===== src/rtl/cmp_timer8_pkg.sv =====
package cmp_timer8_pkg;
    typedef enum logic [1:0] {
        MODE_FREE = 2'b00,
        MODE_PC   = 2'b01,
        MODE_CLR  = 2'b10,
        MODE_FAST = 2'b11
    } tmode_e;

    typedef enum logic [1:0] {
        PIN_OFF = 2'b00,
        PIN_TOG = 2'b01,
        PIN_CLR = 2'b10,
        PIN_SET = 2'b11
    } pact_e;

    localparam int ADDR_W   = 3;
    localparam logic [ADDR_W-1:0] A_COUNT = 3'd0;
    localparam logic [ADDR_W-1:0] A_CMP   = 3'd1;
    localparam logic [ADDR_W-1:0] A_CTRL  = 3'd2;
    localparam logic [ADDR_W-1:0] A_FLAG  = 3'd3;
    localparam logic [ADDR_W-1:0] A_MASK  = 3'd4;

    localparam int NFLAG   = 2;
    localparam int F_OVF   = 0;
    localparam int F_CMP   = 1;
endpackage


===== src/rtl/cmp_timer8_count.sv =====
module cmp_timer8_count #(
    parameter int W = 8
) (
    input  logic         clk,
    input  logic         rst_n,
    input  logic         tick,
    input  logic         clr_mode,
    input  logic         wr_cnt,
    input  logic [W-1:0] wr_val,
    input  logic [W-1:0] cmp_val,
    output logic [W-1:0] cnt,
    output logic         ovf_evt,
    output logic         cmp_evt
);
    localparam logic [W-1:0] CNT_MAX = {W{1'b1}};
    localparam logic [W-1:0] ONE     = {{(W-1){1'b0}}, 1'b1};

    logic [W-1:0] cnt_d, cnt_q;
    logic         at_cmp, adv;

    always_comb begin
        at_cmp  = (cnt_q == cmp_val);
        adv     = tick && !wr_cnt;
        ovf_evt = adv && (cnt_q == CNT_MAX);
        cmp_evt = adv && at_cmp;
        cnt_d   = cnt_q;
        if (wr_cnt) begin
            cnt_d = wr_val;
        end else if (tick) begin
            if (clr_mode && at_cmp) cnt_d = '0;
            else                    cnt_d = cnt_q + ONE;
        end
    end

    always_ff @(posedge clk or negedge rst_n) begin
        if (!rst_n) cnt_q <= '0;
        else        cnt_q <= cnt_d;
    end

    assign cnt = cnt_q;


    preset_chk: assert property (@(posedge clk) disable iff (!rst_n)
        wr_cnt |=> (cnt_q == $past(wr_val)));

    clr_wrap_chk: assert property (@(posedge clk) disable iff (!rst_n)
        (tick && !wr_cnt && clr_mode && cnt_q == cmp_val) |=> (cnt_q == '0));

    step_chk: assert property (@(posedge clk) disable iff (!rst_n)
        (tick && !wr_cnt && !(clr_mode && cnt_q == cmp_val))
            |=> ((cnt_q - $past(cnt_q)) == ONE));

    hold_chk: assert property (@(posedge clk) disable iff (!rst_n)
        (!tick && !wr_cnt) |=> $stable(cnt_q));
endmodule


===== src/rtl/cmp_timer8_flags.sv =====
module cmp_timer8_flags #(
    parameter int N = 2
) (
    input  logic         clk,
    input  logic         rst_n,
    input  logic [N-1:0] set_evt,
    input  logic [N-1:0] w1c,
    input  logic [N-1:0] ack,
    input  logic [N-1:0] mask,
    output logic [N-1:0] flag,
    output logic [N-1:0] irq
);
    typedef struct packed {
        logic [N-1:0] flag;
    } fl_t;

    fl_t st_d, st_q;

    always_comb begin
        st_d = st_q;
        for (int i = 0; i < N; i++) begin
            if (set_evt[i])            st_d.flag[i] = 1'b1;
            else if (w1c[i] || ack[i]) st_d.flag[i] = 1'b0;
        end
    end

    always_ff @(posedge clk or negedge rst_n) begin
        if (!rst_n) st_q <= '0;
        else        st_q <= st_d;
    end

    assign flag = st_q.flag;
    assign irq  = st_q.flag & mask;

    for (genvar g = 0; g < N; g++) begin : g_chk

        flag_set_chk: assert property (@(posedge clk) disable iff (!rst_n)
            set_evt[g] |=> st_q.flag[g]);

        flag_clr_chk: assert property (@(posedge clk) disable iff (!rst_n)
            (!set_evt[g] && (w1c[g] || ack[g])) |=> !st_q.flag[g]);

        flag_keep_chk: assert property (@(posedge clk) disable iff (!rst_n)
            (!set_evt[g] && !w1c[g] && !ack[g]) |=> $stable(st_q.flag[g]));
    end
endmodule


===== src/rtl/cmp_timer8_pin.sv =====
module cmp_timer8_pin
    import cmp_timer8_pkg::*;
(
    input  logic       clk,
    input  logic       rst_n,
    input  logic       match,
    input  logic [1:0] act,
    input  logic       gpio_val,
    output logic       pin
);
    logic pin_d, pin_q;

    always_comb begin
        pin_d = pin_q;
        if (match) begin
            case (pact_e'(act))
                PIN_TOG: pin_d = !pin_q;
                PIN_CLR: pin_d = 1'b0;
                PIN_SET: pin_d = 1'b1;
                default: pin_d = pin_q;
            endcase
        end
        pin = (pact_e'(act) == PIN_OFF) ? gpio_val : pin_q;
    end

    always_ff @(posedge clk or negedge rst_n) begin
        if (!rst_n) pin_q <= 1'b0;
        else        pin_q <= pin_d;
    end


    pin_tog_chk: assert property (@(posedge clk) disable iff (!rst_n)
        (match && act == PIN_TOG) |=> (pin_q != $past(pin_q)));

    pin_clr_chk: assert property (@(posedge clk) disable iff (!rst_n)
        (match && act == PIN_CLR) |=> !pin_q);

    pin_set_chk: assert property (@(posedge clk) disable iff (!rst_n)
        (match && act == PIN_SET) |=> pin_q);

    pin_hold_chk: assert property (@(posedge clk) disable iff (!rst_n)
        (!match || act == PIN_OFF) |=> $stable(pin_q));
endmodule


===== src/rtl/cmp_timer8.sv =====
module cmp_timer8
    import cmp_timer8_pkg::*;
#(
    parameter int W = 8
) (
    input  logic              clk,
    input  logic              rst_n,
    input  logic              tick,
    input  logic              wr_en,
    input  logic [ADDR_W-1:0] wr_addr,
    input  logic [W-1:0]      wr_data,
    input  logic [ADDR_W-1:0] rd_addr,
    output logic [W-1:0]      rd_data,
    input  logic              ovf_ack,
    input  logic              cmp_ack,
    input  logic              gpio_val,
    output logic              irq_ovf,
    output logic              irq_cmp,
    output logic              cmp_pin
);
    typedef struct packed {
        logic [W-1:0]     cmp;
        logic [1:0]       mode;
        logic [1:0]       act;
        logic [NFLAG-1:0] mask;
    } cfg_t;

    cfg_t cfg_d, cfg_q;

    logic             wr_cnt, clr_mode, ovf_evt, cmp_evt;
    logic [W-1:0]     cnt;
    logic [NFLAG-1:0] set_evt, w1c, ack, flag, irq;

    always_comb begin
        cfg_d    = cfg_q;
        wr_cnt   = wr_en && (wr_addr == A_COUNT);
        w1c      = '0;
        if (wr_en) begin
            case (wr_addr)
                A_CMP:  cfg_d.cmp  = wr_data;
                A_CTRL: begin
                    cfg_d.mode = wr_data[1:0];
                    cfg_d.act  = wr_data[3:2];
                end
                A_FLAG: w1c        = wr_data[NFLAG-1:0];
                A_MASK: cfg_d.mask = wr_data[NFLAG-1:0];
                default: ;
            endcase
        end
        clr_mode       = (tmode_e'(cfg_q.mode) == MODE_CLR);
        set_evt        = '0;
        set_evt[F_OVF] = ovf_evt;
        set_evt[F_CMP] = cmp_evt;
        ack            = '0;
        ack[F_OVF]     = ovf_ack;
        ack[F_CMP]     = cmp_ack;
    end

    always_ff @(posedge clk or negedge rst_n) begin
        if (!rst_n) cfg_q <= '0;
        else        cfg_q <= cfg_d;
    end

    always_comb begin
        rd_data = '0;
        case (rd_addr)
            A_COUNT: rd_data = cnt;
            A_CMP:   rd_data = cfg_q.cmp;
            A_CTRL:  rd_data[3:0] = {cfg_q.act, cfg_q.mode};
            A_FLAG:  rd_data[NFLAG-1:0] = flag;
            A_MASK:  rd_data[NFLAG-1:0] = cfg_q.mask;
            default: rd_data = '0;
        endcase
    end

    cmp_timer8_count #(.W(W)) u_count (
        .clk      (clk),
        .rst_n    (rst_n),
        .tick     (tick),
        .clr_mode (clr_mode),
        .wr_cnt   (wr_cnt),
        .wr_val   (wr_data),
        .cmp_val  (cfg_q.cmp),
        .cnt      (cnt),
        .ovf_evt  (ovf_evt),
        .cmp_evt  (cmp_evt)
    );

    cmp_timer8_flags #(.N(NFLAG)) u_flags (
        .clk     (clk),
        .rst_n   (rst_n),
        .set_evt (set_evt),
        .w1c     (w1c),
        .ack     (ack),
        .mask    (cfg_q.mask),
        .flag    (flag),
        .irq     (irq)
    );

    cmp_timer8_pin u_pin (
        .clk      (clk),
        .rst_n    (rst_n),
        .match    (cmp_evt),
        .act      (cfg_q.act),
        .gpio_val (gpio_val),
        .pin      (cmp_pin)
    );

    assign irq_ovf = irq[F_OVF];
    assign irq_cmp = irq[F_CMP];


    ovf_flag_chk: assert property (@(posedge clk) disable iff (!rst_n)
        (tick && !wr_cnt && cnt == {W{1'b1}}) |=> flag[F_OVF]);

    cmp_flag_chk: assert property (@(posedge clk) disable iff (!rst_n)
        (tick && !wr_cnt && cnt == cfg_q.cmp) |=> flag[F_CMP]);
endmodule


===== config.mk =====
export PLATFORM = sky130hd
export DESIGN_NAME = cmp_timer8
export DESIGN_NICKNAME = d
export VERILOG_FILES = /design/src/rtl/cmp_timer8_pkg.sv /design/src/rtl/cmp_timer8_count.sv /design/src/rtl/cmp_timer8_flags.sv /design/src/rtl/cmp_timer8_pin.sv /design/src/rtl/cmp_timer8.sv
export SDC_FILE = /design/constraint.sdc
export NUM_CORES = 1
export LEC_CHECK = 0
export CAP_MARGIN = 20
export CORE_MARGIN = 2
export CORE_UTILIZATION = 55
export DETAILED_ROUTE_END_ITERATION = 7
export PLACE_DENSITY = 0.85
export SLEW_MARGIN = 20
export SYNTH_ARGS = -nofsm -noshare
export SYNTH_HDL_FRONTEND = slang
export SYNTH_SLANG_ARGS = --single-unit

===== constraint.sdc =====
create_clock -name clk -period 3.83 [get_ports clk]
set_input_delay 0.383 -clock clk [delete_from_list [all_inputs] [get_ports clk]]
set_output_delay 0.383 -clock clk [all_outputs]
set_load 0.1 [all_outputs]

==> run metrics, run 1 <==
synth top area cells dfrtp_1 (40%), mux2_2 (10%), xor2_1 (4.5%), mux2i_1 (3.8%), nor2_1 (3.1%); complex-gate fraction of the synthesized area roughly an eighth; Clk Latency, worst-skew pair approximately 320 ps; share of the core filled with cells in the final layout 69.0%; remaining antenna violation count after routing 0; critical path type reg -> out; setup repair after global routing missed its margin no; DP Worst Slack 1250 ps; number of enable-type register cells in the synthesized netlist 0; portion of the clock cycle consumed by the worst path in the final layout 67.9%; share of the synthesized area in the top cell type about two fifths; Final Hold Violating Endpoints 0; post-synthesis to final-layout area growth 20.7%; proportion of layout cells with a drive suffix above 1 between 20% and 30%; largest fanout of any net on the critical path 4; maximum operating frequency ~380 MHz; number of antenna violations at the first check in global routing 0; post-detailed-route via-to-cell ratio 6.26; area leader, netlist dfrtp_1; Port Buffers 31; # H-tree levels 1; outcome completed; xor/xnor cell area share of the yosys netlist around 4.5%; number of buffers added by the clock tree synthesis step 3; global-route wire length before repair between 5 and 6 mm; Gates resized, CTS repair 0; total via count after detailed routing around 1,400; routed wire length per instance around 17 um; Leak just under 0.8 nW; async set or reset register ratio after synthesis 100%; final cell area excluding filler cells 1890 sq um; kind of end point of the critical path output port; Yosys cell types 40; Worst Tran Pin Value a little under 1000 ps; Min-Delay Path Class in -> async; most common cell after layout, fill and taps aside dfrtp_1; final routed DRC violation total 0; launching element type of the critical path flop; starting density of the core 57.2%; footprint of the multi-input gates approximately 890 sq um; top flip-flop cell by instance count after synthesis dfrtp_1; Post-Syn Instances about 160; fraction of synthesized area in multiplexers roughly 17%; setup slack of the critical path after layout 1230 ps; diode count 0; Chip Height roughly 57 um; commonest cells after routing, fill and taps aside dfrtp_1 (25), clkdlybuf4s50_1 (22), mux2_2 (14), nor2_1 (13); CP Data Arrival Time 2220 ps; total number of nets in the final design about 210; largest net degree at the start of global routing 26; final period demand of the worst path 2600 ps; endpoint of the worst-slack reg-to-reg timing path u_count.cnt[7]$_DFFE_PN0P_; relative slew slack between 30% and 40%; clock sink total 25; max-cap violations 0; Total Routing Usage GR between 20% and 30%; die area roughly 3300 sq um; Critical R2R Launch u_count.cnt[5]$_DFFE_PN0P_; minimum setup slack among reg-to-reg paths 1630 ps; num ports 32; number of cells traversed by the worst register-to-register path 5; remaining global-route overflow 0; clock-pin slew on the worst setup and hold paths between 100 and 150 ps; Peak VDD IR ~0.35 mV; Mapped Avg Cell Area approximately 10 sq um; register bit count reported by yosys 25; TritonCTS clock tree yes; number of global-route vias before repair 1,220; yosys synthesis warning count 0; Placement Cell Area between 1500 and 2000 sq um; post-route setup TNS 0 ps; deepest clock path buffer count 2; std cell rows 19; PD cells 494 nW/um^2; Post CTS Setup Buffer Count 0; setup clock skew after layout between 7 and 8 ps; post-synth net total 179; detailed-router iteration count before antenna repair 4; number of max-slew violations in the final report 0; WHS roughly 28 ps; Horiz. Die Dim 57.3 um; post-synthesis adder-cell area fraction less than 1%; half-perimeter wire length of the detailed placement result approximately 2.7 mm; FF+latch area approximately 630 sq um; combinational family with the most area after synthesis simple AND/OR/NAND/NOR gates; number of filler cells placed in the layout 230; global placement routability congestion 0.877; final number of setup-violating endpoints 0; area of the core roughly 2700 sq um; aggregate routed wire length approximately 3.6 mm; portion of the post-synthesis area used by sequential elements about 40%; area share of and/or/nand/nor cells after synthesis 23.5%; violation count after the first detailed-routing iteration 57; count of hold-fix buffers inserted at cts 0; data required time of the critical path 3450 ps; netlist area before placement 1560 sq um; Root Buffer clkbuf_4
report_power, final:
group          total, mW  leakage, nW  internal (mW)  switching, mW
Sequential         0.418        0.296          0.330         0.0872
Combinational      0.395        0.475          0.163          0.232
Clock              0.119       0.0150         0.0408         0.0780
Total              0.931        0.786          0.535          0.397
area by class of cell:
| cell class | count | share of cell area, % |
|---|---|---|
| Clock buffer | 4 | 1.39 |
| Inverter | 4 | 0.796 |
| Multi-Input combinational cell | 122 | 47.4 |
| Sequential cell | 25 | 33.2 |
| Tap cell | 31 | 2.06 |
| Timing Repair Buffer | 31 | 15.1 |
stage by stage:
step	std cells	total power, mW
4_1_cts	217	0.936
5_1_grt	217	0.987
3_5_place_dp	213	0.818
2_1_floorplan	157	0.711
3_3_place_gp	213	0.804
6_report	217	0.931
registers in the layout (all words and copies together), names as in the netlist:
register,cells
u_flags.flag,2
u_count.cnt,8
u_pin.pin_q,1
cfg_q,14
worst max-delay path by stage:
stage / from / slack, ps / cells past startpoint / to
final: cfg_q[2]$_DFFE_PN0P_ / 1230 / 3 / cmp_pin
after global routing: cfg_q[2]$_DFFE_PN0P_ / 1130 / 3 / cmp_pin
after floorplan: rd_addr[0] / 210 / 4 / rd_data[0]
after global placement: rd_addr[0] / 1280 / 5 / rd_data[1]
after detailed placement: rd_addr[0] / 1250 / 5 / rd_data[1]
after CTS: cfg_q[2]$_DFFE_PN0P_ / 1210 / 3 / cmp_pin
layer usage:
layer / track usage [%] / wire [um] / up-vias
li1: - / - / 642
met1: 32.4 / 1650 / 670
met2: 36.9 / 1760 / 41
met3: 3.85 / 181 / 5
met4: 8.64 / 45 / 0
met5: 0 / 0 / -
worst max-delay path, stage by stage, from the launching register on:
cell             delay [ps]
dfrtp_1                 430
nor2_1                  160
mux2_2                  340
clkdlybuf4s50_1         960
cells in the mapped netlist (2+ instances only):
| cell | number |
|---|---|
| mux4_2 | 2 |
| and3_1 | 2 |
| and2_1 | 2 |
| a22oi_1 | 2 |
| mux2i_1 | 6 |
| dfrtp_1 | 25 |
| nand4b_1 | 3 |
| nand4_1 | 4 |
| o21ai_1 | 2 |
| a21oi_1 | 7 |
| clkbuf_1 | 2 |
| xor2_1 | 8 |
| nor2_1 | 13 |
| and3_2 | 4 |
| o21ai_0 | 8 |
| nand3_1 | 5 |
| nor4_2 | 2 |
| nand2_1 | 8 |
| a31oi_1 | 6 |
| nor2b_1 | 2 |
| mux2_2 | 14 |
| nand3b_1 | 3 |
| buf_1 | 2 |
| inv_1 | 4 |
| nor3_1 | 6 |
kinds of logic after synthesis:
kind of cell               count (synthesis)
muxes                                     22
xor gates and xnor gates                   8
adders and majority gates                  1
DFF                                       25
buffers and inverters                     10
and+or+nand+nor                           61
AOI/OAI and AO/OA                         30
Note: power is estimated with default switching activity, not from simulation.
==> run 2: changes to the inputs <==
- CORE_UTILIZATION: 55 -> 51
- PLACE_DENSITY: 0.85 -> 0.79
- clock period: 3.83 -> 2.6 ns (I/O delays scaled with it)
==> run metrics, run 2 (synthesis gave the netlist of run 1 again) <==
outcome completed; clock-pin slew on the worst setup and hold paths 160 ps (+30 ps); sequential cell fraction of total power 41.8% (-3.0 points); CP Data Arrival Time 1740 ps (-480 ps); starting density of the core 52.5% (-4.7 points); die area 3520 sq um (+7.3%); crit path max-delay cell type clkdlybuf4s50_1; PD cells 716 nW/um^2 (+45%); critical path type in -> out; routed wire length per instance 17.1 um (+1.9%); deepest clock path buffer count 2 (unchanged); number of flip-flops in the largest register 14 (unchanged); Chip Height 59.4 um (+3.6%); count of hold-fix buffers inserted at cts 0 (unchanged); number of antenna violations at the first check in global routing 0 (unchanged); maximum operating frequency around 500 MHz; placed insts 221 (+3.8%); clock sink total 25 (unchanged); Port Buffers 31 (unchanged); final period demand of the worst path between 2000 and 2500 ps; Leak 0.856 nW (+8.9%); area of the core 2980 sq um (+8.9%); post-synthesis to final-layout area growth 31.5%; portion of the clock cycle consumed by the worst path in the final layout between 70% and 80%; num ports 32 (unchanged); launching element type of the critical path input port; Root Buffer clkbuf_4; setup repair after global routing missed its margin no; global-route wire length before repair 6.55 mm (+12%); Total Routing Usage GR 24.9% (+1.6 points); largest fanout of any net on the critical path 10 (+6); register with the highest flop count cfg_q; number of global-route vias before repair 1,380 (+13%); CP Cell Sequence clkdlybuf4s50_1, mux4_2, inv_1, o21ai_1, buf_12; fraction of power spent switching nets 42.9% (+0.28 points); most common cell after layout, fill and taps aside dfrtp_1; clock network fraction of total power 13.1% (+0.3 points); number of max-slew violations in the final report 0 (unchanged); CP peak stage delay 740 ps (-220 ps); Post CTS Setup Buffer Count 0 (unchanged); number of filler cells placed in the layout 242 (+5.2%); data required time of the critical path 2340 ps (-1110 ps); number of non-filler instances in the completed layout 225 (+3.7%); max-cap violations 0 (unchanged); relative slew slack 68.4% (+34 points); Peak VDD IR 0.438 mV (+25%); # H-tree levels 1 (unchanged); FF+latch area 626 sq um (unchanged); TritonCTS clock tree yes; proportion of layout cells with a drive suffix above 1 27.6% (+6.6 points); Final Hold Violating Endpoints 0 (unchanged); largest net degree at the start of global routing 26 (unchanged); number of buffers added by the clock tree synthesis step 3 (unchanged); setup clock skew after layout 12.0 ps (+4.33 ps); footprint of the multi-input gates 918 sq um (+2.7%); commonest cells after routing, fill and taps aside dfrtp_1 (25), clkdlybuf4s50_1 (20), mux2_2 (14), nor2_1 (13), buf_4 (9); remaining antenna violation count after routing 0 (unchanged); std cell rows 20 (+1); net switching power of the design 631 uW (+59%); total via count after detailed routing 1,365 (+0.52%); detailed-router iteration count before antenna repair 4 (unchanged); combinational cell fraction of total power 45.1% (+2.7 points); setup slack of the critical path after layout 599 ps (-631 ps); Gates resized, CTS repair 0 (unchanged); Worst Tran Pin Value 473 ps (-514 ps); violation count after the first detailed-routing iteration 50 (-12%); diode count 0 (unchanged); remaining global-route overflow 0 (unchanged); half-perimeter wire length of the detailed placement result 2.87 mm (+7.4%); Min-Delay Path Class in -> async; final number of setup-violating endpoints 0 (unchanged); kind of end point of the critical path output port; Int Pwr 841 uW (+57%); final routed DRC violation total 0 (unchanged); DP Worst Slack 550 ps (-703 ps); post-detailed-route via-to-cell ratio 6.07 (-3.1%); Horiz. Die Dim 59.4 um (+3.6%); total number of nets in the final design 215 (+2.9%); global placement routability congestion 0.896 (+2.2%); Clk Latency, worst-skew pair 350 ps (+30 ps); aggregate routed wire length 3.84 mm (+5.7%)
run 2: cell types whose count changed in the layout (fill, tap and decap cells not counted):
cell,previous run,this run
buf_12,0,8
buf_2,1,0
buf_4,8,9
clkbuf_1,1,0
o21ai_1,2,3
clkdlybuf4s50_1,22,20
o21ai_0,8,6
nor3_2,0,4
nor3_1,6,2
o21ai_2,0,1
clkinv_2,0,1
run 2: layout make-up:
| cell class | instances | area share, % |
|---|---|---|
| Multi-Input combinational cell | 122 | 44.7 |
| Sequential cell | 25 | 30.4 |
| Timing Repair Buffer | 37 | 20.8 |
| Tap cell | 33 | 2.01 |
| Clock buffer | 3 | 1.10 |
| Inverter | 4 | 0.730 |
| Clock inverter | 1 | 0.243 |
run 2: metal layers:
layer,vias to the layer above,share of wire (%),wire length [um],GRT usage (%)
met5,-,0,0,0
met4,0,2.7,103,10.4
met3,11,4.6,175,4.37
met2,42,46,1760,37.0
met1,658,47,1800,35.6
li1,654,-,-,-
run 2: worst paths after layout:
| check | startpoint | endpoint | slack (ps) | cells past startpoint |
|---|---|---|---|---|
| setup / recovery | rd_addr[1] | rd_data[0] | 600 | 5 |
| hold / removal | rst_n | u_count.cnt[6]$_DFFE_PN0P_ | 250 | 2 |
| setup reg to reg | u_count.cnt[3]$_DFFE_PN0P_ | u_count.cnt[7]$_DFFE_PN0P_ | 720 | 6 |
| hold reg to reg | cfg_q[5]$_DFFE_PN0P_ | cfg_q[5]$_DFFE_PN0P_ | 550 | 1 |
| max in group asynchronous | rst_n | cfg_q[6]$_DFFE_PN0P_ | 2090 | 2 |
| min in group clk | wr_data[4] | u_count.cnt[4]$_DFFE_PN0P_ | 500 | 3 |
run 2: power by group through the flow:
stage | clock network, mW | logic (mW) | registers (mW)
global placement | 0 | 0.652 | 0.621
detailed placement | 0 | 0.666 | 0.621
floorplan | 0 | 0.472 | 0.583
CTS | 0.195 | 0.669 | 0.612
global route | 0.211 | 0.720 | 0.632
finish | 0.193 | 0.664 | 0.615
run 2: critical path: cells and delay by family:
family	cells	cell delay [ps]
AO/OA/AOI/OAI	1	200
buffers and inverters	3	990
multiplexers	1	280
run 2: stage by stage:
| stage | util (%) | setup TNS, ps | hold WS [ps] | power, mW | instance area [sq um] |
|---|---|---|---|---|---|
| after global placement | 68.1 | 0 | 505 | 1.27 | 2030 |
| final | 69.0 | 0 | 248 | 1.47 | 2060 |
| after global routing | 69.0 | 0 | 263 | 1.56 | 2060 |
| after detailed placement | 68.1 | 0 | 512 | 1.29 | 2030 |
| after floorplan | - | -19.1 | -35.6 | 1.06 | 1590 |
| after CTS | 69.0 | 0 | 262 | 1.48 | 2060 |
